File: src/rtl/hseq_pkg.sv
package hseq_pkg;
  typedef enum logic [2:0] {
    CK_FETCH    = 3'd0,
    CK_HALT_NOP = 3'd1,
    CK_NMI_ACK  = 3'd2,
    CK_INT_ACK  = 3'd3,
    CK_EXEC     = 3'd4
  } cyc_kind_e;

  localparam int unsigned KIND_W = 3;
endpackage

File: src/rtl/nmi_latch.sv
module nmi_latch #(
  parameter int unsigned SYNC_STAGES = 0
) (
  input  logic clk,
  input  logic rst_n,
  input  logic nmi_n,
  input  logic take,
  output logic seen
);
  logic nmi_s;
  logic nmi_q;
  logic pend;
  logic fall;

  generate
    if (SYNC_STAGES == 0) begin : g_direct
      assign nmi_s = nmi_n;
    end else begin : g_sync
      logic [SYNC_STAGES-1:0] sh;
      always_ff @(posedge clk or negedge rst_n) begin
        if (!rst_n) sh <= '1;
        else        sh <= {sh[SYNC_STAGES-2+1-1:0], nmi_n} >> 0;
      end
      assign nmi_s = sh[SYNC_STAGES-1];
    end
  endgenerate

  assign fall = nmi_q & ~nmi_s;
  assign seen = pend | fall;

  always_ff @(posedge clk or negedge rst_n) begin
    if (!rst_n) begin
      nmi_q <= 1'b1;
      pend  <= 1'b0;
    end else begin
      nmi_q <= nmi_s;
      if (take)      pend <= 1'b0;
      else if (fall) pend <= 1'b1;
    end
  end
endmodule

File: src/rtl/cyc_sel.sv
module cyc_sel
  import hseq_pkg::*;
(
  input  logic      clk,
  input  logic      rst_n,
  input  logic      cyc_done,
  input  logic      instr_end,
  input  logic      halt_exec,
  input  logic      ei_set,
  input  logic      di_clr,
  input  logic      int_req,
  input  logic      nmi_seen,
  output logic      nmi_take,
  output cyc_kind_e kind,
  output logic      halted,
  output logic      nmi_go,
  output logic      int_go
);
  logic      ie_flag;
  logic      in_ack;
  logic      boundary;
  logic      int_take;
  cyc_kind_e nxt;

  always_comb begin
    in_ack   = (kind == CK_NMI_ACK) || (kind == CK_INT_ACK);
    boundary = (halted || instr_end) && !in_ack;
    nmi_take = cyc_done && boundary && nmi_seen;
    int_take = cyc_done && boundary && !nmi_seen && int_req && ie_flag;
    if (nmi_take)                                   nxt = CK_NMI_ACK;
    else if (int_take)                              nxt = CK_INT_ACK;
    else if (halted || (instr_end && halt_exec && !in_ack)) nxt = CK_HALT_NOP;
    else if (instr_end)                             nxt = CK_FETCH;
    else                                            nxt = CK_EXEC;
  end

  always_ff @(posedge clk or negedge rst_n) begin
    if (!rst_n) begin
      kind    <= CK_FETCH;
      halted  <= 1'b0;
      nmi_go  <= 1'b0;
      int_go  <= 1'b0;
      ie_flag <= 1'b0;
    end else begin
      nmi_go <= nmi_take;
      int_go <= int_take;
      if (cyc_done) begin
        kind   <= nxt;
        halted <= (nxt == CK_HALT_NOP);
      end
      if (nmi_take || int_take) ie_flag <= 1'b0;
      else if (di_clr)          ie_flag <= 1'b0;
      else if (ei_set)          ie_flag <= 1'b1;
    end
  end
endmodule

File: src/rtl/op_path.sv
module op_path
  import hseq_pkg::*;
#(
  parameter int unsigned     DATA_W   = 8,
  parameter logic [DATA_W-1:0] NOP_CODE = '0
) (
  input  cyc_kind_e         kind,
  input  logic              fetch_valid,
  input  logic [DATA_W-1:0] fetch_data,
  output logic              fetch_ready,
  output logic              op_valid,
  output logic [DATA_W-1:0] op_data,
  input  logic              op_ready
);
  always_comb begin
    op_valid    = fetch_valid;
    fetch_ready = op_ready;
    op_data     = fetch_data;
    unique case (kind)
      CK_HALT_NOP: op_data = NOP_CODE;
      CK_NMI_ACK: begin
        op_valid    = 1'b0;
        fetch_ready = 1'b1;
        op_data     = '0;
      end
      default: ;
    endcase
  end
endmodule

File: src/rtl/halt_irq_seq.sv
module halt_irq_seq
  import hseq_pkg::*;
#(
  parameter int unsigned       DATA_W      = 8,
  parameter int unsigned       ADDR_W      = 16,
  parameter logic [ADDR_W-1:0] NMI_VEC     = 16'h0066,
  parameter logic [DATA_W-1:0] NOP_CODE    = 8'h00,
  parameter int unsigned       SYNC_STAGES = 0
) (
  input  logic              clk,
  input  logic              rst_n,
  input  logic              cyc_done,
  input  logic              instr_end,
  input  logic              halt_exec,
  input  logic              ei_set,
  input  logic              di_clr,
  input  logic              int_req,
  input  logic              nmi_n,
  input  logic              fetch_valid,
  input  logic [DATA_W-1:0] fetch_data,
  output logic              fetch_ready,
  output logic              op_valid,
  output logic [DATA_W-1:0] op_data,
  input  logic              op_ready,
  output logic [KIND_W-1:0] cyc_kind,
  output logic              halt_ack,
  output logic              pc_hold,
  output logic              nmi_go,
  output logic              int_go,
  output logic [ADDR_W-1:0] vec_addr
);
  logic      nmi_seen;
  logic      nmi_take;
  cyc_kind_e kind;
  logic      halted;

  nmi_latch #(.SYNC_STAGES(SYNC_STAGES)) u_nmi (
    .clk   (clk),
    .rst_n (rst_n),
    .nmi_n (nmi_n),
    .take  (nmi_take),
    .seen  (nmi_seen)
  );

  cyc_sel u_sel (
    .clk       (clk),
    .rst_n     (rst_n),
    .cyc_done  (cyc_done),
    .instr_end (instr_end),
    .halt_exec (halt_exec),
    .ei_set    (ei_set),
    .di_clr    (di_clr),
    .int_req   (int_req),
    .nmi_seen  (nmi_seen),
    .nmi_take  (nmi_take),
    .kind      (kind),
    .halted    (halted),
    .nmi_go    (nmi_go),
    .int_go    (int_go)
  );

  op_path #(.DATA_W(DATA_W), .NOP_CODE(NOP_CODE)) u_op (
    .kind        (kind),
    .fetch_valid (fetch_valid),
    .fetch_data  (fetch_data),
    .fetch_ready (fetch_ready),
    .op_valid    (op_valid),
    .op_data     (op_data),
    .op_ready    (op_ready)
  );

  assign cyc_kind = kind;
  assign halt_ack = halted;
  assign pc_hold  = (kind == CK_HALT_NOP);
  assign vec_addr = nmi_go ? NMI_VEC : '0;
endmodule

File: config.mk
export PLATFORM = sky130hd
export DESIGN_NAME = halt_irq_seq
export DESIGN_NICKNAME = d
export VERILOG_FILES = /design/src/rtl/hseq_pkg.sv /design/src/rtl/nmi_latch.sv /design/src/rtl/cyc_sel.sv /design/src/rtl/op_path.sv /design/src/rtl/halt_irq_seq.sv
export SDC_FILE = /design/constraint.sdc
export NUM_CORES = 1
export LEC_CHECK = 0
export ABC_AREA = 1
export BUFFER_PORTS_ARGS = -buffer_cell sky130_fd_sc_hd__buf_2
export CAP_MARGIN = 20
export CORE_MARGIN = 3
export CORE_UTILIZATION = 40
export CTS_CLUSTER_SIZE = 24
export DETAILED_ROUTE_END_ITERATION = 6
export GPL_TIMING_DRIVEN = 0
export PLACE_DENSITY_LB_ADDON = 0.08
export SYNTH_ARGS = -nofsm -noshare
export SYNTH_HDL_FRONTEND = slang
export SYNTH_SLANG_ARGS = --single-unit
File: constraint.sdc
create_clock -name clk -period 2.6 [get_ports clk]
set_input_delay 0.13 -clock clk [delete_from_list [all_inputs] [get_ports clk]]
set_output_delay 0.13 -clock clk [all_outputs]
set_load 0.02 [all_outputs]
==> out/metrics.yaml <==
status: "finished clean"
ctsHtreeMaxLevel: 1
drive_above_1_share_pct: 50.7
port-buffer-count: 39
antenna_found_initial: 0
ant_nets: 0
wl_per_cell_um: 8.47
critPathArrivalTime_ps: 1300
drt-pass1-iter-count: 3
io_pins: 52
multi_input_area_um2: 249
die_x_um: 45.8
finalSetupViolCount: 0
grt_max_degree: 10
grt_pass1_vias: 536
p_per_area_nw_per_um2: 599
slew_violations: 0
synth_area_um2: 633
cp-startpoint: "u_sel.kind[1]"
cts.path.max_buffers: 2
routed_via_density: 3.94
drc_errors: 0
fin_worst_skew_ps: 1.72
netlist_instances: 88
endpoint_kind: "primary output"
hold_violations: 0
critPathKind: "flop to primary output"
dp_hpwl_um: 1150
syn_area_per_cell_um2: 7.19
finalCritPeriodShare_pct: 55.1
clkLatencyLatePin_ps: 250
initialDrtViolationCount: 2
num_antenna_cells: 0
vias: 627
r2r-start: "u_nmi.nmi_q"
power.leakage_nw: 0.641
vdd_drop_max_mv: 0.463
overflow: 0
initial_utilization_pct: 45.3
regArea_um2: 226
fin_cells: 159
ys_types: 17
core-area_um2: 1400
path_clk_slew_ps: 50
finalCriticalPeriod_ps: 1430
synth-seq-area-share_pct: 35.8
fmax_ghz: 0.699
cts_tree: "done"
hold_path_class: "primary input to flop"
fillers: 134
num_rows: 13
place_congestion: 0.805
cts_buffers: 3
startpoint_type: "flop"
maxCapViolations: 0
post-place-cells: 153
tns_ps: 0
cts.sinks: 9
dieHeight_um: 45.8
cp_max_fo: 8
drt-total-wl_um: 1350
hold_path_startpoint: "di_clr"
grt_use_total_pct: 14.6
yosys_warnings: 0
grt_pass1_wl_um: 2210
nNetsFinal: 164
rsz0062_at_grt: "false"
post-cts-setup-buffer-count: 0
area_growth_pct: 47.6
clock-root-buffer: "clkbuf_4"
ys_ff_latch: 9
design.die.area_um2: 2100
worstPathRequired_ps: 2470
[final timing paths]
path / end / depth (start not counted) / slack (ps)
setup reg to reg: u_sel.kind[0] / 7 / 1480
min in group asynchronous: u_sel.kind[2] / 2 / 250
hold reg to reg: u_sel.kind[0] / 2 / 510
hold / removal: u_sel.ie_flag / 2 / 30
max in group asynchronous: u_nmi.nmi_q / 2 / 2110
setup / recovery: op_data[2] / 5 / 1170
[where the power goes]
part | internal [mW] | leakage (nW) | switching [mW] | total, mW
logic | 0.102 | 0.514 | 0.172 | 0.273
clock network | 0.0588 | 0.0150 | 0.0431 | 0.102
registers | 0.163 | 0.112 | 0.0214 | 0.184
[state kept, by name, indices dropped and copies added, names as in the netlist]
name,cells
u_sel.ie_flag,1
u_sel.kind,3
u_sel.int_go,1
u_sel.nmi_go,1
u_nmi.pend,1
u_sel.halted,1
u_nmi.nmi_q,1
[placed cells by master, fill, tap and decap left out, drive strengths merged]
master,instances
dlygate4sd3,2
nand3,4
a21oi,1
inv,21
dfrtp,8
buf,55
o21ai,1
nand4,1
nand2,18
nor2,14
nor3,2
conb,12
clkbuf,4
dfstp,1
[Yosys cell counts (all sizes together)]
cell type	n	area [µm²]
o21ai	1	5.00
nand2	18	77.6
conb	1	3.75
nor3	2	20.0
buf	16	120
nor2	14	65.1
inv	21	78.8
nand3	4	25.0
dfrtp	8	200
nand4	1	6.26
dfstp	1	26.3
a21oi	1	5.00
[metal layers]
| metal | vias to the layer above | share of wire (%) | wire [µm] | GRT usage, % |
|---|---|---|---|---|
| met2 | 24 | 55 | 738 | 24.5 |
| li1 | 340 | - | - | - |
| met1 | 263 | 35 | 471 | 17.1 |
| met5 | - | 0 | 0 | 0 |
| met3 | 0 | 10 | 137 | 6.32 |
| met4 | 0 | 0 | 0 | 3.41 |
[cell type report]
cell class                 count  share of cell area [%]
buffer                        16                    12.9
tap                           15                    2.01
inverter                      21                    8.43
multi-input combinational     53                    26.6
timing repair buffer          41                    23.0
clock buffer                   4                    2.81
sequential                     9                    24.2
[critical path: stages (launching register included)]
cell	delay [ps]
dfrtp_1	430
nor3_2	240
inv_2	50
nand2_2	120
nor2_1	50
buf_2	150
[through the flow]
| stage | hold WS (ps) | setup slack [ps] | area [µm²] | utilization, % | total power, mW |
|---|---|---|---|---|---|
| floorplan | -166 | 1260 | 674 | - | 0.376 |
| global placement | -9.70 | 1450 | 888 | 63.5 | 0.455 |
| detailed placement | -9.41 | 1440 | 888 | 63.5 | 0.458 |
| CTS | 15.6 | 1150 | 935 | 66.8 | 0.567 |
| global route | 13.0 | 1070 | 935 | 66.8 | 0.605 |
| finish | 26.2 | 1170 | 935 | 66.8 | 0.559 |
[kinds of logic (layout without fill, tap and decap cells)]
family,after synthesis,after routing,share of synthesized area [%]
AND/OR/NAND/NOR,39,39,30.6
buffers and inverters,37,82,31.4
flip-flops,9,9,35.8
AO/OA/AOI/OAI,2,2,1.58
other,1,12,0.592
[repair_timing]
action | CTS | global route
hold endpoints to repair | 10 | 0
resized for setup | 0 | 0
hold buffers | 2 | 0
No activity file was read; power rests on OpenSTA's default activity.
